===== src/rtl/refpre_pkg.sv =====
package refpre_pkg;
  localparam int unsigned ADDR_W   = 4;
  localparam int unsigned A_DIVN   = 0;
  localparam int unsigned A_DIVEN  = 1;
  localparam int unsigned A_MODE   = 2;
  localparam int unsigned A_TMO    = 3;
  localparam int unsigned A_FREQ0  = 4;
  localparam int unsigned MODE_BIT = 2;
  localparam int unsigned LOCK_BIT = 6;
  localparam int unsigned EXP_W    = 6;

  typedef struct packed {
    logic             lock8k;
    logic [EXP_W-1:0] exp_cnt;
  } freq_cfg_t;
endpackage


===== src/rtl/refpre_edge_sync.sv =====
module refpre_edge_sync (
  input  logic clk,
  input  logic rst,
  input  logic ref_async,
  output logic edge_p
);
  logic [2:0] sh;

  always_ff @(posedge clk) begin
    if (rst) sh <= '0;
    else     sh <= {sh[1:0], ref_async};
  end

  // sh[0], sh[1] are the two synchronizer stages, sh[2] the history bit
  assign edge_p = sh[1] & ~sh[2];
endmodule


===== src/rtl/refpre_divider.sv =====
module refpre_divider #(
  parameter int unsigned DIV_W = 14
) (
  input  logic             clk,
  input  logic             rst,
  input  logic             restart,
  input  logic             engage,
  input  logic [DIV_W-1:0] div_n,
  input  logic             edge_p,
  output logic             strobe
);
  logic [DIV_W-1:0] cnt;

  always_ff @(posedge clk) begin
    if (rst || restart) begin
      cnt    <= '0;
      strobe <= 1'b0;
    end else begin
      strobe <= 1'b0;
      if (edge_p) begin
        if (!engage) begin
          strobe <= 1'b1;
        end else if (cnt == div_n) begin
          cnt    <= '0;
          strobe <= 1'b1;
        end else begin
          cnt <= cnt + 1'b1;
        end
      end
    end
  end
endmodule


===== src/rtl/refpre_activity.sv =====
module refpre_activity #(
  parameter int unsigned TMO_W = 16
) (
  input  logic             clk,
  input  logic             rst,
  input  logic             edge_p,
  input  logic [TMO_W-1:0] tmo,
  output logic             inactive
);
  logic [TMO_W-1:0] timer;

  always_ff @(posedge clk) begin
    if (rst) begin
      timer    <= '0;
      inactive <= 1'b0;
    end else if (edge_p) begin
      timer    <= '0;
      inactive <= 1'b0;
    end else if (timer >= tmo) begin
      inactive <= 1'b1;
    end else begin
      timer <= timer + 1'b1;
    end
  end
endmodule


===== src/rtl/refpre_freqmon.sv =====
module refpre_freqmon #(
  parameter int unsigned GATE_CYC = 256,
  parameter int unsigned EXP_W    = 6,
  parameter int unsigned TOL      = 2
) (
  input  logic             clk,
  input  logic             rst,
  input  logic             en,
  input  logic             edge_p,
  input  logic [EXP_W-1:0] exp_cnt,
  output logic             bad
);
  localparam int unsigned GW    = $clog2(GATE_CYC);
  localparam int unsigned CW    = GW + 1;
  localparam int unsigned CMP_W = ((CW > EXP_W) ? CW : EXP_W) + 1;

  logic [GW-1:0]    gcnt;
  logic [CW-1:0]    ecnt;
  logic [CMP_W-1:0] tot, expv, diff;

  assign tot  = CMP_W'(ecnt) + CMP_W'(edge_p);
  assign expv = CMP_W'(exp_cnt);
  assign diff = (tot > expv) ? (tot - expv) : (expv - tot);

  always_ff @(posedge clk) begin
    if (rst || !en) begin
      gcnt <= '0;
      ecnt <= '0;
      bad  <= 1'b0;
    end else if (gcnt == GW'(GATE_CYC - 1)) begin
      gcnt <= '0;
      ecnt <= '0;
      bad  <= (diff > CMP_W'(TOL));
    end else begin
      gcnt <= gcnt + 1'b1;
      ecnt <= ecnt + CW'(edge_p);
    end
  end
endmodule


===== src/rtl/refclk_prescaler.sv =====
module refclk_prescaler
  import refpre_pkg::*;
#(
  parameter int unsigned NUM_IN        = 4,
  parameter int unsigned DIV_W         = 14,
  parameter int unsigned DATA_W        = 16,
  parameter int unsigned TMO_W         = 16,
  parameter int unsigned TMO_DEF       = 1000,
  parameter int unsigned GATE_CYC      = 256,
  parameter int unsigned TOL           = 2,
  parameter int unsigned DEF_EXP_SONET = 32,
  parameter int unsigned DEF_EXP_SDH   = 16
) (
  input  logic              clk,
  input  logic              rst,
  input  logic              strap_sonet,
  input  logic              wr_en,
  input  logic [ADDR_W-1:0] wr_addr,
  input  logic [DATA_W-1:0] wr_data,
  input  logic [NUM_IN-1:0] ref_in,
  output logic [NUM_IN-1:0] ref_strobe,
  output logic [NUM_IN-1:0] ref_inactive,
  output logic [NUM_IN-1:0] freq_bad,
  output logic              freq_mon_on,
  output logic              mode_sonet,
  output logic [DIV_W-1:0]  div_n
);
  localparam int unsigned DIV_MAX = (1 << DIV_W) - 2;

  logic [NUM_IN-1:0] div_en;
  logic [NUM_IN-1:0] engage;
  logic [TMO_W-1:0]  tmo;
  logic              freq_en;
  logic              wr_ratio, wr_mask;

  assign wr_ratio = wr_en && (wr_addr == ADDR_W'(A_DIVN));
  assign wr_mask  = wr_en && (wr_addr == ADDR_W'(A_DIVEN));
  assign freq_en  = ~|engage;

  always_ff @(posedge clk) begin
    if (rst) begin
      div_n       <= '0;
      div_en      <= '0;
      tmo         <= TMO_W'(TMO_DEF);
      mode_sonet  <= strap_sonet;
      freq_mon_on <= 1'b1;
    end else begin
      freq_mon_on <= freq_en;
      if (wr_ratio) begin
        if (wr_data > DATA_W'(DIV_MAX)) div_n <= DIV_W'(DIV_MAX);
        else                            div_n <= wr_data[DIV_W-1:0];
      end
      if (wr_mask) div_en <= wr_data[NUM_IN-1:0];
      if (wr_en && (wr_addr == ADDR_W'(A_MODE))) mode_sonet <= wr_data[MODE_BIT];
      if (wr_en && (wr_addr == ADDR_W'(A_TMO)))  tmo <= wr_data[TMO_W-1:0];
    end
  end

  for (genvar i = 0; i < NUM_IN; i++) begin : g_in
    freq_cfg_t fcfg;
    logic      wr_own, edge_p, restart;

    assign wr_own    = wr_en && (wr_addr == ADDR_W'(A_FREQ0 + i));
    assign restart   = wr_ratio || wr_mask || wr_own;
    assign engage[i] = div_en[i] & fcfg.lock8k;

    always_ff @(posedge clk) begin
      if (rst) begin
        fcfg.lock8k  <= 1'b0;
        fcfg.exp_cnt <= strap_sonet ? EXP_W'(DEF_EXP_SONET) : EXP_W'(DEF_EXP_SDH);
      end else if (wr_own) begin
        fcfg.lock8k  <= wr_data[LOCK_BIT];
        fcfg.exp_cnt <= wr_data[EXP_W-1:0];
      end
    end

    refpre_edge_sync u_sync (
      .clk(clk), .rst(rst), .ref_async(ref_in[i]), .edge_p(edge_p)
    );

    refpre_divider #(.DIV_W(DIV_W)) u_div (
      .clk(clk), .rst(rst), .restart(restart), .engage(engage[i]),
      .div_n(div_n), .edge_p(edge_p), .strobe(ref_strobe[i])
    );

    refpre_activity #(.TMO_W(TMO_W)) u_act (
      .clk(clk), .rst(rst), .edge_p(edge_p), .tmo(tmo),
      .inactive(ref_inactive[i])
    );

    refpre_freqmon #(.GATE_CYC(GATE_CYC), .EXP_W(EXP_W), .TOL(TOL)) u_fm (
      .clk(clk), .rst(rst), .en(freq_en), .edge_p(edge_p),
      .exp_cnt(fcfg.exp_cnt), .bad(freq_bad[i])
    );
  end
endmodule


===== config.mk =====
export PLATFORM = sky130hd
export DESIGN_NAME = refclk_prescaler
export DESIGN_NICKNAME = d
export VERILOG_FILES = /design/src/rtl/refpre_pkg.sv /design/src/rtl/refpre_edge_sync.sv /design/src/rtl/refpre_divider.sv /design/src/rtl/refpre_activity.sv /design/src/rtl/refpre_freqmon.sv /design/src/rtl/refclk_prescaler.sv
export SDC_FILE = /design/constraint.sdc
export NUM_CORES = 1
export LEC_CHECK = 0
export ABC_AREA = 1
export BUFFER_PORTS_ARGS = -buffer_cell sky130_fd_sc_hd__buf_2
export CORE_MARGIN = 3
export CORE_UTILIZATION = 32
export CTS_CLUSTER_DIAMETER = 100
export DETAILED_ROUTE_END_ITERATION = 10
export GPL_TIMING_DRIVEN = 1
export PLACE_DENSITY = 0.45
export SLEW_MARGIN = 10
export SYNTH_ARGS = -nofsm -noshare
export SYNTH_HDL_FRONTEND = slang
export SYNTH_HIERARCHICAL = 1
export SYNTH_SLANG_ARGS = --single-unit

===== constraint.sdc =====
create_clock -name clk -period 5.8 [get_ports clk]
set_input_delay 0.87 -clock clk [delete_from_list [all_inputs] [get_ports clk]]
set_output_delay 0.87 -clock clk [all_outputs]
set_load 0.02 [all_outputs]

==> results of run 1 <==
per-stage QoR:
stage | utilization (%) | total power [mW]
2_1_floorplan | - | 2.391
3_3_place_gp | 34.15 | 2.522
3_5_place_dp | 34.15 | 2.526
4_1_cts | 36.38 | 5.135
5_1_grt | 36.38 | 5.274
6_report | 36.38 | 5.030
final timing paths:
kind	cells after the start	end	slack [ns]	startpoint
setup / recovery	22	g_in[0].u_fm/bad	2.30	g_in[0].u_sync/sh[1]
hold / removal	2	g_in[0].u_sync/sh[1]	0.42	g_in[0].u_sync/sh[0]
setup reg to reg	22	g_in[0].u_fm/bad	2.30	g_in[0].u_sync/sh[1]
hold reg to reg	2	g_in[0].u_sync/sh[1]	0.42	g_in[0].u_sync/sh[0]
final cells by class:
class | instances | area [µm²]
Clock inverter | 17 | 270.3
Inverter | 516 | 1938
Fill cell | 6573 | 38760
Multi-Input combinational cell | 2118 | 11770
Tap cell | 828 | 1036
Sequential cell | 276 | 5776
Timing Repair Buffer | 57 | 290.3
Clock buffer | 50 | 1087
kinds of logic (layout without fill, tap and decap cells):
| group | count (synthesis) | in the layout |
|---|---|---|
| simple gates | 1625 | 1625 |
| buf+inv | 559 | 640 |
| flops | 276 | 276 |
| compound gates | 257 | 257 |
| fa+ha+maj | 147 | 147 |
| xor+xnor | 89 | 89 |
state kept, by name (all words and copies together) (netlist names):
register and count:
g_in.u_sync/sh 12, freq_mon_on 1, g_in.u_div/cnt 56, g_in.u_act/inactive 4
g_in.u_act/timer 64, div_en 4, mode_sonet 1, div_n 14
g_in.u_fm/bad 4, g_in.fcfg 28, g_in.u_fm/gcnt 32, tmo 16
g_in.u_fm/ecnt 36, g_in.u_div/strobe 4
synthesized netlist by cell type (all sizes together):
| master | n |
|---|---|
| nand2 | 861 |
| inv | 514 |
| nor2 | 422 |
| dfxtp | 251 |
| nand3 | 236 |
| a21oi | 147 |
| ha | 139 |
| o21ai | 65 |
| xor2 | 57 |
| nand4 | 44 |
| nor3 | 37 |
| buf | 34 |
| xnor2 | 32 |
| edfxtp | 25 |
| o21a | 19 |
| clkbuf | 9 |
| o21bai | 9 |
| fa | 8 |
| o211ai | 8 |
| nor3b | 7 |
| or2 | 7 |
| a21o | 4 |
| nand3b | 4 |
| nor2b | 4 |
| o22ai | 4 |
| and2 | 2 |
| clkinv | 2 |
| a31oi | 1 |
| nor4 | 1 |
metal layers:
metal | wire (µm) | vias up
met5 | 42 | -
met2 | 24340 | 210
met3 | 1948 | 69
met1 | 25290 | 7933
met4 | 1026 | 6
li1 | - | 9314
critical path, delay by kind of cell, from the launching register on:
kind / cells / cell delay (ns)
simple gates: 14 / 1.94
fa+ha+maj: 3 / 0.80
flops: 1 / 0.30
compound gates: 2 / 0.23
buf+inv: 3 / 0.14
where the power goes:
| part | switching [mW] | internal [mW] |
|---|---|---|
| clock | 0.919 | 1.63 |
| sequential | 0.0468 | 1.97 |
| combinational | 0.311 | 0.157 |
| total | 1.28 | 3.75 |
==> results.py, run 1 <==
metrics = {
    "cells_and_area": {
        "finalNetCount": 3182,
        "layout_common_cells": "nand2_1, inv_1, nor2_1",
        "instances_no_fill": 3862,
        "postLayoutCellArea_um2": 22160,
        "drive_gt1_share_pct": 14.73,
        "n_antenna_cell": 0,
        "layout_commonest_cell": "nand2_1",
        "area_growth_pct": 11.58,
    },
    "clocking": {
        "numCtsBuffers": 38,
        "clk_latency_ns": 0.56,
        "clock_path_buffers": 3,
        "path_clk_slew_ns": 0.05,
        "clock_sinks": 276,
        "cts_hold_buf": 0,
        "cts_tree": "done",
        "htree_levels": 2,
        "post_cts_resized": 0,
        "root_buffer": "clkbuf_16",
        "cts_post_setup_buffers_inserted": 0,
    },
    "timing": {
        "fin_skew_ns": 0.02367,
        "tns_ns": 0,
        "max_slew_margin_pct": 20.56,
        "period_share_pct": 60.41,
        "clock.fmax_mhz": 285.4,
        "drv_slew": 0,
        "rsz0062_at_grt": "no",
        "layout_setup_ws_ns": 2.296,
        "hold_ws_ns": 0.4168,
        "setup_viol": 0,
        "tightestPinTransition_ns": 1.190,
        "finalCriticalPeriod_ns": 3.504,
        "final-hold-violation-count": 0,
    },
    "floorplanning": {
        "coreArea_um2": 60920,
        "die_h_um": 255.1,
        "die_area_um2": 65100,
        "rows": 90,
        "ios": 56,
        "fp.dieW_um": 255.1,
        "initial_core_util_pct": 32.60,
    },
    "yosys": {
        "synth.area.top_cells": "dfxtp_1, nand2_1, inv_1",
        "yosysTopAreaCell": "dfxtp_1",
        "yosys.area_share.xor_xnor_pct": 3.924,
        "synthMuxAreaShare_pct": 0,
        "yosysTopAreaCellShare_pct": 25.30,
        "yosysSeqAreaShare_pct": 29.08,
        "synth_compound_area_share_pct": 7.861,
        "synth_seq_cells": 276,
        "synth_cell_type_count": 50,
        "syn_area_um2": 19860,
        "yosysWarningCount": 6,
        "synth_adder_area_share_pct": 9.562,
        "synthCells": 2953,
        "syn_avg_cell_area_um2": 6.726,
        "yosys.area_share.simple_pct": 37.88,
        "syn_nets": 3128,
        "synth_top_family_by_area": "simple AND/OR/NAND/NOR gates",
    },
    "worst_setup_path": {
        "startpoint_type": "flip-flop",
        "critical_path_class": "flip-flop to flip-flop",
        "slowest_stage": "nor2_1",
        "crit_top_cell": "nand2_1",
        "worstPathArrival_ns": 3.92,
        "worstSetupEndpointType": "flip-flop",
        "crit_chain": "inv_1 -> nor2_1 -> ha_1 -> ha_1 -> nand2_2 -> nor2_2 -> or2_2 -> inv_1 -> nor2_1 -> ha_1 -> nand2_1 -> inv_2 -> nand2_1 -> nand2_1 -> nor2_1 -> nand3_1 -> nand2_1 -> nand2_1 -> nor2_1 -> nand2_1 -> a21oi_1 -> a21oi_1",
        "slowest_delay_ns": 0.54,
        "cp_max_fo": 6,
        "critPathRequiredTime_ns": 6.22,
    },
    "global_route": {
        "met3_usage_pct": 2.520,
        "grt_use_total_pct": 16.24,
        "grt_pass1_wl_um": 85220,
        "grt_max_degree": 40,
        "grt-busiest-layer": "met2",
        "grt_pass1_vias": 16720,
        "antenna_found_initial": 3,
        "gr-total-overflow": 0,
        "met1_usage_pct": 21.26,
        "globalRouteMet2Util_pct": 27.87,
    },
    "drt": {
        "wl_um": 52650,
        "vias": 17530,
        "drcViolationCount": 0,
        "routed_via_density": 4.540,
        "drt_iter0_markers": 688,
        "drtAntennaViolNets": 0,
        "drtPass1Iterations": 5,
        "post_drt_wl_per_cell_um": 13.63,
    },
    "power": {
        "ir_worst_vdd_mv": 0.1505,
        "powerDensity_nw_per_um2": 227.0,
        "leakage_nw": 10.40,
    },
    "placement": {
        "placed_cell_area_um2": 20810,
        "place_congestion": 0.8277,
        "hpwl_um": 40140,
        "portBuffers": 55,
        "place_inst": 3795,
        "pre_cts_ws_ns": 2.283,
    },
    "hold_path": {
        "hp-class": "flip-flop to flip-flop",
    },
    "run": {
        "drv_cap": 0,
    },
    "run_status": {
        "status": "finished clean",
    },
}
Note: power is estimated with default switching activity, not from simulation.
==> inputs of run 2 (changes only) <==
PLACE_DENSITY = 0.46   (was 0.45)
clock period = 2.96 ns   (was 5.8 ns; I/O delays follow)
==> run 2 against run 1 <==
Effect of this change:
- maximum frequency grew 28%
- combinational power grew 110%
- sequential power up 96%
- critical path depth is 4 lower
- routed wire length down 0.35%
- register-to-register slack worse by 2.1 ns
- count of clock-buffer cells in the layout shrank 1
- clock power up 82%
- sequential cell count unchanged
- clock skew fell by 0.011 ns
- critical path type unchanged
- cell area increased by 1.8%
==> results.py, run 2 (same netlist as run 1, synthesis figures left out) <==
metrics = {
    "worst_setup_path": {
        "worstSetupEndpointType": "flip-flop",
        "slowest_stage": "dfxtp_1",
        "critical_path_class": "flip-flop to flip-flop",
        "crit_chain": "inv_1 -> nor2_2 -> ha_2 -> buf_4 -> nand3_2 -> nor2_4 -> xor2_1 -> ha_1 -> a21oi_1 -> nand2_2 -> o21ai_4 -> nand3_4 -> clkinv_2 -> nand2_2 -> a21oi_1 -> nor2_1 -> nor2_1 -> nor2_1",
        "startpoint_type": "flip-flop",
        "cp_max_fo": 5,
        "slowest_delay_ns": 0.31,
        "crit_top_cell": "nor2_1",
        "critPathRequiredTime_ns": 3.39,
        "worstPathArrival_ns": 3.16,
    },
    "drt": {
        "wl_met3_um": 2124,
        "drt_iter0_markers": 871,
        "drcViolationCount": 0,
        "routed_via_density": 4.556,
        "wl_met1_um": 25310,
        "wl_um": 52460,
        "highest_layer": "met5",
        "drtPass1Iterations": 7,
        "drtAntennaViolNets": 0,
        "post_drt_wl_per_cell_um": 13.48,
        "vias": 17730,
        "wl_met2_um": 23790,
    },
    "hold_path": {
        "hp-class": "input pin to flip-flop",
    },
    "floorplanning": {
        "rows": 90,
        "initial_core_util_pct": 32.60,
        "ios": 56,
        "die_h_um": 255.1,
        "coreArea_um2": 60920,
        "die_area_um2": 65100,
        "fp.dieW_um": 255.1,
    },
    "cells_and_area": {
        "regArea_um2": 5776,
        "finalNetCount": 3208,
        "n_fill_cell": 6446,
        "top_regs": "g_in.u_act/timer (64), g_in.u_div/cnt (56), g_in.u_fm/ecnt (36)",
        "layout_commonest_cell": "nand2_1",
        "area_growth_pct": 13.61,
        "top_register": "g_in.u_act/timer",
        "largest_reg_flops": 64,
        "multi_input_area_um2": 12050,
        "layout_common_cells": "nand2_1, inv_1, nor2_1",
        "drive_gt1_share_pct": 16.95,
    },
    "global_route": {
        "grt_use_total_pct": 16.39,
        "gr-total-overflow": 0,
        "antenna_found_initial": 2,
        "grt_max_degree": 35,
        "grt_pass1_wl_um": 86480,
        "grt_pass1_vias": 16990,
    },
    "timing": {
        "finalCriticalPeriod_ns": 2.735,
        "max_slew_margin_pct": 50.72,
        "clock.fmax_mhz": 365.7,
        "tns_ns": 0,
        "tightestPinTransition_ns": 0.7383,
        "final-hold-violation-count": 0,
        "period_share_pct": 92.38,
        "setup_viol": 0,
        "hold_ws_ns": 0.1028,
        "fin_skew_ns": 0.01305,
        "layout_setup_ws_ns": 0.2254,
        "drv_slew": 0,
    },
    "placement": {
        "place_congestion": 0.8859,
        "pre_cts_ws_ns": 0.04593,
        "portBuffers": 55,
        "hpwl_um": 40090,
    },
    "clocking": {
        "cts_hold_buf": 0,
        "numCtsBuffers": 37,
        "clk_latency_ns": 0.55,
        "htree_levels": 2,
        "clock_sinks": 276,
        "root_buffer": "clkbuf_16",
        "clock_path_buffers": 3,
        "cts_tree": "done",
        "path_clk_slew_ns": 0.06,
    },
    "power": {
        "totalPowerFinal_mw": 9.557,
        "powerDensity_nw_per_um2": 423.5,
        "ir_worst_vdd_mv": 0.3392,
        "leakage_nw": 10.49,
    },
    "run": {
        "drv_cap": 0,
    },
    "run_status": {
        "status": "finished clean",
    },
}
-- run 2: cell count changes in the layout (fill, tap and decap cells not counted), moves of 8 or more --
| cell | change |
|---|---|
| nor2_1 | -12 |
| nor2_2 | +8 |
| ha_4 | +11 |
| ha_1 | -16 |
| buf_4 | +27 |
-- run 2: report_power, final --
group / leakage [nW] / switching (mW) / internal, mW
logic: 7.59 / 0.623 / 0.340
registers: 2.27 / 0.0966 / 3.86
clock network: 0.632 / 1.76 / 2.88
total: 10.5 / 2.48 / 7.08
-- run 2: cell type report --
class                   count  area share, %
clock buffers              49          4.713
multi-input cells        2118          53.41
clock inverters            19         0.8982
repair buffers             84          2.185
diodes                      2        0.02218
well taps                 828          4.591
flip-flops and latches    276          25.59
inverters                 516          8.588
-- run 2: per-stage QoR --
step | util, % | cell area (µm²) | instances
after CTS | 36.46 | 22210 | 3882
after global routing | 37.03 | 22560 | 3890
final | 37.04 | 22570 | 3892
after floorplan | - | 19860 | 2953
after detailed placement | 34.38 | 20950 | 3814
after global placement | 34.38 | 20950 | 3814
-- run 2: layer usage --
metal  GRT usage, %  vias up
met5              0        -
met3          2.540       72
met1          21.57     8064
met2          27.80      240
li1               -     9354
met4          4.691        2
-- run 2: worst paths after layout --
kind	end	slack [ns]	depth (start not counted)	startpoint
worst max-delay path	g_in[3].u_fm/bad	0.23	18	g_in[3].u_sync/sh[1]
worst min-delay path	g_in[1].u_sync/sh[0]	0.10	3	ref_in[1]
worst max register to register	g_in[3].u_fm/bad	0.23	18	g_in[3].u_sync/sh[1]
worst min register to register	g_in[3].u_fm/gcnt[0]	0.44	1	g_in[3].u_fm/gcnt[0]
-- run 2: timing repair --
| item | CTS | global route |
|---|---|---|
| gates resized for setup | 0 | 64 |
| endpoints found under the setup margin | 0 | 4 |
| setup buffers | 0 | 8 |
-- run 2: critical path: cells and delay by family, from the launching register on --
| family | cells | cell delay, ns |
|---|---|---|
| AO/OA/AOI/OAI | 3 | 0.55 |
| buffers and inverters | 3 | 0.24 |
| flip-flops | 1 | 0.31 |
| adder cells (fa/ha/maj) | 2 | 0.52 |
| AND/OR/NAND/NOR | 9 | 0.78 |
| XOR/XNOR | 1 | 0.20 |
==> inputs of run 3 (changes only) <==
CELL_PAD_IN_SITES_DETAIL_PLACEMENT = 1   (was not set)
CELL_PAD_IN_SITES_GLOBAL_PLACEMENT = 2   (was not set)
CORE_UTILIZATION = 33   (was 32)
PLACE_DENSITY = 0.76   (was 0.46)
==> run 3 against run 2 <==
Effect of this change:
- total power is 0.54% lower
- critical path depth up 5
- routed wire length increased by 13%
- count of clock-buffer cells in the layout up 6
- die area fell by 3.0%
- global-route usage rose by 2.2 points
- cell area fell by 0.29%
- largest power group unchanged
- clock skew rose by 0.014 ns
==> results.py, run 3 (same netlist as run 1, synthesis figures left out) <==
metrics = {
    "run_status": {
        "status": "finished clean",
    },
    "worst_setup_path": {
        "critical_path_class": "flip-flop to flip-flop",
        "worstSetupEndpointType": "flip-flop",
        "crit_top_cell": "nor2_1",
        "startpoint_type": "flip-flop",
        "cp_max_fo": 6,
        "critPathRequiredTime_ns": 3.40,
        "worstPathArrival_ns": 3.21,
        "slowest_delay_ns": 0.31,
        "crit_chain": "inv_2 -> nor2_4 -> ha_1 -> ha_2 -> nand3_2 -> inv_2 -> or2_2 -> inv_1 -> nor2_1 -> ha_4 -> nand2_1 -> inv_2 -> nand3_2 -> nand3_4 -> nand2_2 -> nand3_4 -> nor2_2 -> nor2_1 -> nand2_1 -> nor2_1 -> nand2_1 -> nor2_1 -> nor2_1",
        "slowest_stage": "ha_4",
    },
    "cells_and_area": {
        "layout_commonest_cell": "nand2_1",
        "top_regs": "g_in.u_act/timer (64), g_in.u_div/cnt (56), g_in.u_fm/ecnt (36)",
        "top_register": "g_in.u_act/timer",
        "layout_common_cells": "nand2_1, inv_1, nor2_1",
        "postLayoutCellArea_um2": 22500,
        "drive_gt1_share_pct": 17.06,
        "instances_no_fill": 3833,
        "finalNetCount": 3205,
        "largest_reg_flops": 64,
        "post-route-util_pct": 37.98,
        "area_growth_pct": 13.29,
    },
    "floorplanning": {
        "rows": 89,
        "ios": 56,
        "fp.dieW_um": 251.3,
        "coreArea_um2": 59240,
        "die_area_um2": 63170,
        "die_h_um": 251.3,
        "initial_core_util_pct": 33.53,
    },
    "timing": {
        "drv_slew": 0,
        "finalCriticalPeriod_ns": 2.772,
        "tightestPinTransition_ns": 0.7523,
        "fin_skew_ns": 0.02743,
        "rsz0062_at_grt": "yes",
        "final-hold-violation-count": 0,
        "layout_setup_ws_ns": 0.1880,
        "hold_ws_ns": 0.1149,
        "clock.fmax_mhz": 360.7,
        "setup_viol": 0,
        "max_slew_margin_pct": 49.79,
        "tns_ns": 0,
        "period_share_pct": 93.65,
    },
    "drt": {
        "drtPass1Iterations": 4,
        "highest_layer": "met4",
        "wl_met1_um": 28000,
        "post_drt_wl_per_cell_um": 15.42,
        "wl_um": 59100,
        "routed_via_density": 4.774,
        "drtAntennaViolNets": 0,
        "vias": 18300,
        "wl_met2_um": 28320,
        "drcViolationCount": 0,
        "drt_iter0_markers": 666,
        "wl_met3_um": 1510,
    },
    "placement": {
        "place_inst": 3760,
        "hpwl_um": 45730,
        "pre_cts_ws_ns": -0.01218,
        "place_congestion": 0.8510,
        "portBuffers": 55,
        "placed_cell_area_um2": 20890,
    },
    "clocking": {
        "clk_latency_ns": 0.57,
        "clock_sinks": 276,
        "numCtsBuffers": 37,
        "cts_tree": "done",
        "path_clk_slew_ns": 0.06,
        "cts_hold_buf": 0,
        "htree_levels": 2,
        "clock_path_buffers": 3,
        "root_buffer": "clkbuf_16",
    },
    "global_route": {
        "gr-total-overflow": 0,
        "grt_pass1_wl_um": 96300,
        "grt_max_degree": 30,
        "grt_pass1_vias": 18760,
        "antenna_found_initial": 1,
        "grt_use_total_pct": 18.59,
    },
    "power": {
        "powerDensity_nw_per_um2": 422.4,
        "ir_worst_vdd_mv": 0.3279,
        "leakage_nw": 10.43,
        "totalPowerFinal_mw": 9.505,
    },
    "hold_path": {
        "hp-class": "input pin to flip-flop",
    },
    "run": {
        "drv_cap": 0,
    },
}
-- run 3: cell count changes in the layout (fill, tap and decap cells not counted), sizes merged --
cell      delta
clkbuf       +6
clkinv       -6
buf          -3
bufinv       -1
clkinvlp     +1
diode        -1
-- run 3: report_power, final --
group	switching (mW)	total (mW)	leakage (nW)	internal, mW
sequential	0.0980	3.96	2.27	3.86
combinational	0.662	1.01	7.57	0.347
clock	1.82	4.54	0.587	2.71
-- run 3: worst max-delay path: cells and delay by family (launching register included) --
family	cells	cell delay [ns]
buffers and inverters	4	0.26
flip-flops	1	0.30
adder cells (fa/ha/maj)	3	0.69
AND/OR/NAND/NOR	16	1.41
-- run 3: what timing repair did --
action	CTS	global route
endpoints found under the setup margin	2	4
setup buffers	0	4
pin swaps	1	18
gates resized for setup	3	80
-- run 3: path summary, 6_finish.rpt --
path,cells after the start,to,from,slack [ns]
max,23,g_in[2].u_fm/bad,g_in[2].u_sync/sh[1],0.19
min,3,g_in[2].u_sync/sh[0],ref_in[2],0.11
max reg2reg,23,g_in[2].u_fm/bad,g_in[2].u_sync/sh[1],0.19
min reg2reg,2,g_in[1].u_sync/sh[1],g_in[1].u_sync/sh[0],0.44
-- run 3: metal layers --
metal / global-route usage, % / vias up
met4: 4.873 / 0
met2: 32.53 / 171
li1: - / 9345
met1: 24.42 / 8712
met5: 0 / -
met3: 1.986 / 72
-- run 3: layout make-up --
class,instances,area (µm²)
Clock buffer,55,1044
Inverter,516,1938
Antenna cell,1,2.502
Tap cell,773,967.2
Timing Repair Buffer,81,470.5
Multi-Input combinational cell,2118,12140
Fill cell,7595,36740
Clock inverter,13,166.4
Sequential cell,276,5776
